## src/rtl/ifu_pkg.sv

```systemverilog
package ifu_pkg;
  typedef enum logic [1:0] {
    MODE_CONT = 2'd0,
    MODE_EVEN = 2'd1,
    MODE_ODD  = 2'd2,
    MODE_RSVD = 2'd3
  } ifu_mode_e;
endpackage

```

## src/rtl/ifu_ctrl.sv

```systemverilog
module ifu_ctrl
  import ifu_pkg::*;
#(
  parameter int PC_W = 16
) (
  input  logic            clk,
  input  logic            rst_n,
  input  logic            req_valid,
  input  logic [1:0]      req_mode,
  input  logic            req_deaf,
  input  logic [PC_W-1:0] req_offset,
  input  logic            buf_empty,
  input  logic            irq_pending,
  input  logic            irq_enable,
  output logic            mem_rd_en,
  output logic [PC_W-1:0] mem_addr,
  output logic            cont_hit,
  output logic            land,
  output logic            land_odd,
  output logic            take_irq,
  output logic [PC_W-1:0] pc
);
  logic            busy_q, busy_d;
  logic            chk_q, chk_d;
  logic            odd_q, odd_d;
  logic [PC_W-1:0] pc_q, pc_d;
  logic            accept, start_even, start_odd;

  always_comb begin
    accept     = req_valid && !busy_q;
    start_even = accept && ((req_mode == MODE_EVEN) ||
                            ((req_mode == MODE_CONT) && buf_empty));
    start_odd  = accept && (req_mode == MODE_ODD);
    cont_hit   = accept && (req_mode == MODE_CONT) && !buf_empty;
    mem_rd_en  = start_even || start_odd;
    mem_addr   = start_odd ? (pc_q + req_offset) : (pc_q + PC_W'(1));
    take_irq   = busy_q && chk_q && irq_pending && irq_enable;
    land       = busy_q && !take_irq;
    land_odd   = odd_q;
  end

  always_comb begin
    busy_d = mem_rd_en;
    chk_d  = chk_q;
    odd_d  = odd_q;
    pc_d   = pc_q;
    if (mem_rd_en) begin
      chk_d = (req_mode == MODE_CONT) || !req_deaf;
      odd_d = start_odd;
      pc_d  = mem_addr;
    end else if (take_irq) begin
      pc_d  = pc_q - PC_W'(1);
    end
  end

  always_ff @(posedge clk or negedge rst_n) begin
    if (!rst_n) begin
      busy_q <= 1'b0;
      chk_q  <= 1'b0;
      odd_q  <= 1'b0;
      pc_q   <= '0;
    end else begin
      busy_q <= busy_d;
      if (mem_rd_en) begin
        chk_q <= chk_d;
        odd_q <= odd_d;
      end
      if (mem_rd_en || take_irq) pc_q <= pc_d;
    end
  end

  assign pc = pc_q;
endmodule

```

## src/rtl/ifu_byte_buf.sv

```systemverilog
module ifu_byte_buf #(
  parameter int BYTE_W = 8
) (
  input  logic                clk,
  input  logic                rst_n,
  input  logic                cont_hit,
  input  logic                land,
  input  logic                land_odd,
  input  logic                take_irq,
  input  logic [2*BYTE_W-1:0] mem_rdata,
  output logic                buf_empty,
  output logic                op_valid,
  output logic [BYTE_W-1:0]   op_byte,
  output logic                irq_taken,
  output logic                irq_odd
);
  logic [BYTE_W-1:0] hold_q, hold_d;
  logic [BYTE_W-1:0] opb_q, opb_d;
  logic              opv_q, opv_d;
  logic              irq_q, irq_d;
  logic              iodd_q, iodd_d;
  logic [BYTE_W-1:0] lo_byte, hi_byte;

  always_comb begin
    lo_byte = mem_rdata[BYTE_W-1:0];
    hi_byte = mem_rdata[2*BYTE_W-1:BYTE_W];
    hold_d  = hold_q;
    opb_d   = opb_q;
    opv_d   = 1'b0;
    irq_d   = 1'b0;
    iodd_d  = iodd_q;
    if (cont_hit) begin
      opv_d  = 1'b1;
      opb_d  = hold_q;
      hold_d = '0;
    end
    if (land) begin
      opv_d  = 1'b1;
      opb_d  = land_odd ? hi_byte : lo_byte;
      hold_d = land_odd ? '0 : hi_byte;
    end
    if (take_irq) begin
      irq_d  = 1'b1;
      iodd_d = land_odd;
      hold_d = '0;
    end
  end

  always_ff @(posedge clk or negedge rst_n) begin
    if (!rst_n) begin
      hold_q <= '0;
      opb_q  <= '0;
      opv_q  <= 1'b0;
      irq_q  <= 1'b0;
      iodd_q <= 1'b0;
    end else begin
      opv_q <= opv_d;
      irq_q <= irq_d;
      if (cont_hit || land || take_irq) hold_q <= hold_d;
      if (cont_hit || land) opb_q <= opb_d;
      if (take_irq) iodd_q <= iodd_d;
    end
  end

  assign buf_empty = (hold_q == '0);
  assign op_valid  = opv_q;
  assign op_byte   = opb_q;
  assign irq_taken = irq_q;
  assign irq_odd   = iodd_q;
endmodule

```

## src/rtl/ifu_fetch.sv

```systemverilog
module ifu_fetch
  import ifu_pkg::*;
#(
  parameter int PC_W   = 16,
  parameter int BYTE_W = 8
) (
  input  logic                clk,
  input  logic                rst_n,
  input  logic                req_valid,
  input  logic [1:0]          req_mode,
  input  logic                req_deaf,
  input  logic [PC_W-1:0]     req_offset,
  output logic                mem_rd_en,
  output logic [PC_W-1:0]     mem_addr,
  input  logic [2*BYTE_W-1:0] mem_rdata,
  input  logic                irq_pending,
  input  logic                irq_enable,
  output logic                op_valid,
  output logic [BYTE_W-1:0]   op_byte,
  output logic                irq_taken,
  output logic                irq_odd,
  output logic [PC_W-1:0]     pc
);
  logic buf_empty, cont_hit, land, land_odd, take_irq;

  ifu_ctrl #(.PC_W(PC_W)) u_ctrl (
    .clk(clk), .rst_n(rst_n),
    .req_valid(req_valid), .req_mode(req_mode), .req_deaf(req_deaf),
    .req_offset(req_offset), .buf_empty(buf_empty),
    .irq_pending(irq_pending), .irq_enable(irq_enable),
    .mem_rd_en(mem_rd_en), .mem_addr(mem_addr),
    .cont_hit(cont_hit), .land(land), .land_odd(land_odd),
    .take_irq(take_irq), .pc(pc)
  );

  ifu_byte_buf #(.BYTE_W(BYTE_W)) u_buf (
    .clk(clk), .rst_n(rst_n),
    .cont_hit(cont_hit), .land(land), .land_odd(land_odd),
    .take_irq(take_irq), .mem_rdata(mem_rdata),
    .buf_empty(buf_empty), .op_valid(op_valid), .op_byte(op_byte),
    .irq_taken(irq_taken), .irq_odd(irq_odd)
  );

  // opcode and interrupt never reported together
  a_r10_exclusive: assert property (@(posedge clk) disable iff (!rst_n)
    !(op_valid && irq_taken));

  // every read resolves into exactly one opcode or one interrupt two cycles on
  a_r2_fetch_resolves: assert property (@(posedge clk) disable iff (!rst_n)
    mem_rd_en |=> ##1 (op_valid ^ irq_taken));

  // taking an interrupt steps the PC back by one word
  a_r6_pc_backup: assert property (@(posedge clk) disable iff (!rst_n)
    irq_taken |-> (pc == $past(pc) - PC_W'(1)));

  // a deaf fetch cannot end in an interrupt
  a_r8_deaf_quiet: assert property (@(posedge clk) disable iff (!rst_n)
    (mem_rd_en && req_deaf && (req_mode != MODE_CONT)) |=> ##1 !irq_taken);

  // no new read is issued in the cycle after a read
  a_r9_no_back_to_back: assert property (@(posedge clk) disable iff (!rst_n)
    mem_rd_en |=> !mem_rd_en);
endmodule

```

## config.mk

```make
export PLATFORM = sky130hd
export DESIGN_NAME = ifu_fetch
export DESIGN_NICKNAME = d
export VERILOG_FILES = /design/src/rtl/ifu_pkg.sv /design/src/rtl/ifu_ctrl.sv /design/src/rtl/ifu_byte_buf.sv /design/src/rtl/ifu_fetch.sv
export SDC_FILE = /design/constraint.sdc
export NUM_CORES = 1
export LEC_CHECK = 0
export ABC_AREA = 1
export CAP_MARGIN = 10
export CORE_MARGIN = 2
export CORE_UTILIZATION = 60
export CTS_BUF_LIST = sky130_fd_sc_hd__clkbuf_8 sky130_fd_sc_hd__clkbuf_16
export CTS_CLUSTER_DIAMETER = 200
export DETAILED_ROUTE_END_ITERATION = 7
export DONT_BUFFER_PORTS = 1
export GPL_ROUTABILITY_DRIVEN = 0
export PLACE_DENSITY = 0.77
export RECOVER_POWER = 25
export SYNTH_ARGS = -nofsm -noshare
export SYNTH_HDL_FRONTEND = slang
export SYNTH_SLANG_ARGS = --single-unit
```

## constraint.sdc

```tcl
create_clock -name clk -period 3.7 [get_ports clk]
set_input_delay 0.185 -clock clk [delete_from_list [all_inputs] [get_ports clk]]
set_output_delay 0.185 -clock clk [all_outputs]
set_load 0.005 [all_outputs]
```

==> results.ini, run 1 <==
[floorplan]
coreArea_sq_um=5410
ios=84
floorplan.rows=27
die_x_um=78.2
die_y_um=78.2
start_util=0.612
die_area_sq_um=6120

[routing]
first_pass_iters=4
routed_via_density=5.49
num_vias=3366
drtIter0Drc=178
ant_nets=0
routedWlPerCell_um=14.3
drt_wl_total_um=8740
drc=0

[placed_design]
dpl.hpwl_um=6720
place_ws_ps=628
port_buffers=0

[grt]
grt_max_degree=39
grt_usage=0.304
grt_overflow=0
grt_pass1_wl_um=14700
first_global_vias=3213
antenna_found_initial=0

[yosys]
synth_nets=592
yosys.area.top_type=dfrtp_1
synthTopCellsByArea=dfrtp_1 (29%), nand2_1 (21%), inv_1 (9.8%)
yosys_warnings=0
syn_area_sq_um=3310
netlist_instances=535
synthFlopType=dfrtp_1
ys_seq_area_frac=0.288
synth_area_per_cell_sq_um=6.18
synth.distinct_cells=33
synth-seq-cells=38
synth_edf_count=0
synth_top_area_frac=0.288
ys_async_sr_fraction=1.00

[power]
p_int_uw=1150
pwr-share-clk=0.204
p_leak_uw=0.00201
p_sw_uw=1000
p_sw_frac=0.465
ir_worst_vdd_mv=0.306
p_seq_frac=0.353
p_comb_frac=0.444
total_power_uw=2150
p_per_area_nw_per_um2=612

[sta]
worst_slack_ps=352
relSlewSlack=-0.358
setup_tns_ps=0
hold_viol=0
tightest_slew_ps=2040
fmax_mhz=299
fin_skew_ps=3.75
setup_viol=0
period_minus_slack_ps=3350
finalMaxSlewViolations=39
timing.final.crit_share=0.905
rsz0062_at_grt=false

[clock_tree]
worst_skew_pair.late_latency_ps=300
cts_hold_buffers=6
cts_buffer_depth=2
cts_resized=0
clock_tree.htree_level_count=2
cts_tree=built
clockRootBuffer=clkbuf_8
cts.sinks=38
post_cts_buffers=0
cts_made_buffers=5
clk_pin_slew_ps=80

[setup_path]
cpMaxStageDelayCell=dfrtp_1
rrSetupSlack_ps=560
reg2regPathDepth=15
slowest_delay_ps=450
required_ps=3510
r2r_start=u_ctrl.busy_q$_DFF_PN0_
crit_start=u_ctrl.busy_q$_DFF_PN0_
critPathKind=flop to output pin
crit_arrival_ps=3160
cp_cell_sequence=inv_2, nand2_2, nor2_1, inv_1, or2_2, ha_1, fa_1, nand3_1, nand3_1, nand2_1, nand3_1, nand2_1, nand2_1
r2r_end=u_ctrl.pc[8]$_DFFE_PN0P_
setup.worst_path.end_class=output pin
startpoint_type=flop
crit_fanout=16
crit_end=mem_addr[8]

[final_layout]
areaGrowthSynthToFinish_pct=6.51
most-common-layout-cells=nand2_1 (181), inv_1 (86), nor2_1 (67), dfrtp_1 (38), nand3_1 (37)
nets=597
layout_commonest_cell=nand2_1
drive_gt1_frac=0.0628
antenna_cells=0

[run_status]
status=complete, but fails checks
violations=max-capacitance violations, max-slew violations

[job]
max-cap-violations=1

[worst_hold_path]
hold_class=input port to flop
hold_start=mem_rdata[9]

-- critical path, delay by kind of cell (launching register included) --
| family | cells | cell delay (ps) |
|---|---|---|
| adder cells (fa/ha/maj) | 2 | 660 |
| buffers and inverters | 2 | 450 |
| flip-flops | 1 | 450 |
| AND/OR/NAND/NOR | 9 | 1300 |
-- Yosys cell counts, types with 2 or more instances --
cell type and instances:
a21oi_1 10, inv_2 6, nand2_1 181, o21ai_1 16, buf_2 2, nand2_2 4, nand2_4 2, xnor2_1 4
o21ai_2 8, o21ai_0 27, nor3_1 3, buf_6 4, dfrtp_1 38, nand4_1 5, ha_1 16, nor2_1 67
xor2_1 5, nand3_1 37, inv_1 86
-- cells by family after synthesis --
group	Yosys count	share of synthesized area
compound gates	65	0.112
xor+xnor	9	0.0238
fa+ha+maj	17	0.0666
buf+inv	102	0.128
flops	38	0.288
simple gates	304	0.383
-- layout make-up --
| class | instances | area, sq um |
|---|---|---|
| multi-input cells | 395 | 1930 |
| fillers | 515 | 1880 |
| flip-flops and latches | 38 | 951 |
| inverters | 94 | 355 |
| well taps | 72 | 90.1 |
| clock buffers | 5 | 68.8 |
| clock inverters | 3 | 68.8 |
| repair buffers | 6 | 53.8 |
-- state kept, by name, indices dropped and copies added, names as in the netlist --
| name | cells |
|---|---|
| u_buf.hold_q | 8 |
| u_buf.irq_odd | 1 |
| u_buf.irq_taken | 1 |
| u_buf.op_byte | 8 |
| u_buf.op_valid | 1 |
| u_ctrl.busy_q | 1 |
| u_ctrl.chk_q | 1 |
| u_ctrl.land_odd | 1 |
| u_ctrl.pc | 16 |
-- metrics by stage --
| stage | utilization | area, sq um | instances | hold slack, ps |
|---|---|---|---|---|
| after floorplan | - | 3310 | 535 | -111 |
| after global placement | 0.616 | 3330 | 599 | -110 |
| after detailed placement | 0.616 | 3330 | 599 | -110 |
| after CTS | 0.655 | 3540 | 613 | 3.48 |
| after global routing | 0.652 | 3520 | 613 | 10.9 |
| final | 0.652 | 3520 | 613 | 0.264 |
-- routing by layer --
layer,global-route usage,part of all wire
met3,0.0701,0.088
met2,0.515,0.47
met4,0.0947,0.024
met5,0,0
met1,0.386,0.42
-- worst min-delay path by stage --
stage	depth (start not counted)	slack (ps)	end
2_1_floorplan	0	-110	u_buf.hold_q[0]$_DFFE_PN0P_
3_3_place_gp	0	-110	u_buf.op_byte[3]$_DFFE_PN0P_
3_5_place_dp	0	-110	u_buf.op_byte[4]$_DFFE_PN0P_
4_1_cts	2	3	u_buf.hold_q[1]$_DFFE_PN0P_
5_1_grt	2	10	u_buf.hold_q[0]$_DFFE_PN0P_
6_report	2	0.3	u_buf.hold_q[1]$_DFFE_PN0P_
-- power by group through the flow --
stage	clock, uW	combinational, uW	sequential (uW)
after floorplan	0	780	695
after global placement	0	913	760
after detailed placement	0	936	768
after CTS	439	957	760
after global routing	454	1100	785
final	439	956	760
(Power assumes the default switching activity.)
==> inputs of run 2 (changes only) <==
- CORE_UTILIZATION: 60 -> 55
- PLACE_DENSITY: 0.77 -> 0.71
==> run 2 against run 1 <==
Compared with the run above:
- the flow still finishes with violations (max-capacitance violations, max-slew violations)
- cell count is 0.16% higher
- register-to-register slack better by 30 ps
- clock power is 15% lower
- combinational power is 1% higher
- first-iteration DRC count is 36% higher
- sequential cell count stayed put
- routed wire length is 2.9% higher
==> results.ini, run 2 (synthesis results as in run 1) <==
[run_status]
violations=max-capacitance violations, max-slew violations
status=complete, but fails checks

[clock_tree]
cts_made_buffers=5  ; unchanged
cts.sinks=38  ; unchanged
clock_tree.htree_level_count=2  ; unchanged
cts_resized=0  ; unchanged
cts_buffer_depth=2  ; unchanged
cts_tree=built
worst_skew_pair.late_latency_ps=290  ; about the same
clk_pin_slew_ps=90  ; about the same
cts_hold_buffers=3  ; -3
post_cts_buffers=0  ; unchanged
clockRootBuffer=clkbuf_8

[sta]
relSlewSlack=-0.484  ; -0.126
setup_tns_ps=0  ; unchanged
finalMaxSlewViolations=39  ; unchanged
rsz0062_at_grt=false
hold_viol=0  ; unchanged
tightest_slew_ps=2230  ; +190 ps
fin_hold_ws_ps=7.61  ; +7.34 ps
timing.final.crit_share=0.898  ; -0.00694
setup_viol=0  ; unchanged
period_minus_slack_ps=3320  ; -25.7 ps
fin_skew_ps=5.90  ; +2.15 ps
fmax_mhz=301  ; +0.77%

[final_layout]
layout_commonest_cell=nand2_1
most-common-layout-cells=nand2_1 (181), inv_1 (86), nor2_1 (67), dfrtp_1 (38), nand3_1 (37)
drive_gt1_frac=0.0631  ; +0.000233
seq_area_sq_um=951  ; unchanged
fillers=593  ; +15%
final_util=0.595  ; -0.0565
largest_reg_flops=16  ; unchanged
multi_input_area_sq_um=1930  ; unchanged
nets=595  ; -0.34%
antenna_cells=0  ; unchanged
areaGrowthSynthToFinish_pct=5.30

[floorplan]
ios=84  ; unchanged
coreArea_sq_um=5850  ; +8.2%
floorplan.rows=28  ; +3.7%
die_y_um=81.5  ; +4.2%
start_util=0.565  ; -0.0466
die_area_sq_um=6650  ; +8.6%
die_x_um=81.5  ; +4.2%

[job]
max-cap-violations=1  ; unchanged

[power]
p_sw_frac=0.487  ; +0.0226
p_seq_frac=0.366  ; +0.013
ir_worst_vdd_mv=0.392  ; +28%
p_per_area_nw_per_um2=607  ; -0.81%
p_leak_uw=0.00198  ; -1.3%
p_sw_uw=1030  ; +2.8%
p_comb_frac=0.458  ; +0.014
pwr-share-clk=0.177  ; -0.027
p_int_uw=1080  ; -6.1%

[routing]
routed_via_density=5.41  ; -1.6%
routedWlPerCell_um=14.6  ; +2.7%
drc=0  ; unchanged
drtIter0Drc=242  ; +36%
num_vias=3319  ; -1.4%
ant_nets=0  ; unchanged
drt_wl_total_um=8990  ; +2.9%
first_pass_iters=5  ; +1

[setup_path]
crit_start=u_ctrl.busy_q$_DFF_PN0_
crit_fanout=16  ; unchanged
required_ps=3510  ; about the same
startpoint_type=flop
crit_arrival_ps=3140  ; -20 ps
rrSetupSlack_ps=590  ; +30 ps
critPathKind=flop to output pin
r2r_end=u_ctrl.pc[8]$_DFFE_PN0P_
r2r_start=u_ctrl.busy_q$_DFF_PN0_
setup.worst_path.end_class=output pin
reg2regPathDepth=15  ; unchanged

[grt]
grt_pass1_wl_um=14600  ; -0.56%
grt_max_degree=39  ; unchanged
first_global_vias=3026  ; -5.8%
antenna_found_initial=0  ; unchanged
grt_overflow=0  ; unchanged
grt_usage=0.284  ; -0.0204

[worst_hold_path]
min_to=u_buf.hold_q[6]$_DFFE_PN0P_
whs_path_depth=2  ; unchanged
hold_start=mem_rdata[14]
hold_class=input port to flop

[placed_design]
port_buffers=0  ; unchanged
dpl.hpwl_um=6750  ; +0.43%

[run 2: worst max path at each step]
stage	end	slack, ps	cells after the start
6_report	mem_addr[12]	380	13
3_3_place_gp	u_ctrl.pc[8]$_DFFE_PN0P_	820	15
3_5_place_dp	u_ctrl.pc[8]$_DFFE_PN0P_	620	15
4_1_cts	mem_addr[12]	360	13
5_1_grt	mem_addr[12]	140	13
2_1_floorplan	u_ctrl.pc[8]$_DFFE_PN0P_	1240	15
[run 2: critical path, cell delays in order (launching register included)]
cell and delay (ps):
dfrtp_1 450, inv_2 130, nand2_2 70, nor2_1 220, inv_1 320, or2_2 380, ha_1 220, fa_1 430
nand3_1 110, nand3_1 150, nand3_1 140, nand3_1 70, nand2_1 80, nand2_1 70
[run 2: layout make-up]
type	instances	area share
timing repair buffer	4	0.00970
inverter	94	0.102
tap	75	0.0269
clock buffer	5	0.0198
clock inverter	3	0.0129
sequential	38	0.273
multi-input combinational	395	0.556
[run 2: layer usage]
| metal | GRT usage | up-vias | part of all wire | wire (um) |
|---|---|---|---|---|
| met2 | 0.457 | 124 | 0.45 | 4080 |
| met3 | 0.0681 | 12 | 0.076 | 686 |
| met4 | 0.0627 | 0 | 0.012 | 104 |
| met1 | 0.386 | 1519 | 0.46 | 4120 |
| met5 | 0 | - | 0 | 0 |
| li1 | - | 1664 | - | - |
[run 2: power groups by stage]
| stage | Clock (uW) | Sequential [uW] | Combinational (uW) |
|---|---|---|---|
| after floorplan | 0 | 695 | 780 |
| after global placement | 0 | 774 | 922 |
| after detailed placement | 0 | 779 | 945 |
| after CTS | 378 | 770 | 964 |
| after global routing | 396 | 793 | 1120 |
| final | 374 | 772 | 967 |
[run 2: through the flow]
step,worst slack (ps),cell area (sq um),total power (uW),cells
2_1_floorplan,1240,3310,1480,535
3_3_place_gp,816,3330,1700,602
3_5_place_dp,619,3330,1720,602
4_1_cts,364,3490,2110,613
5_1_grt,144,3480,2310,614
6_report,378,3480,2110,614
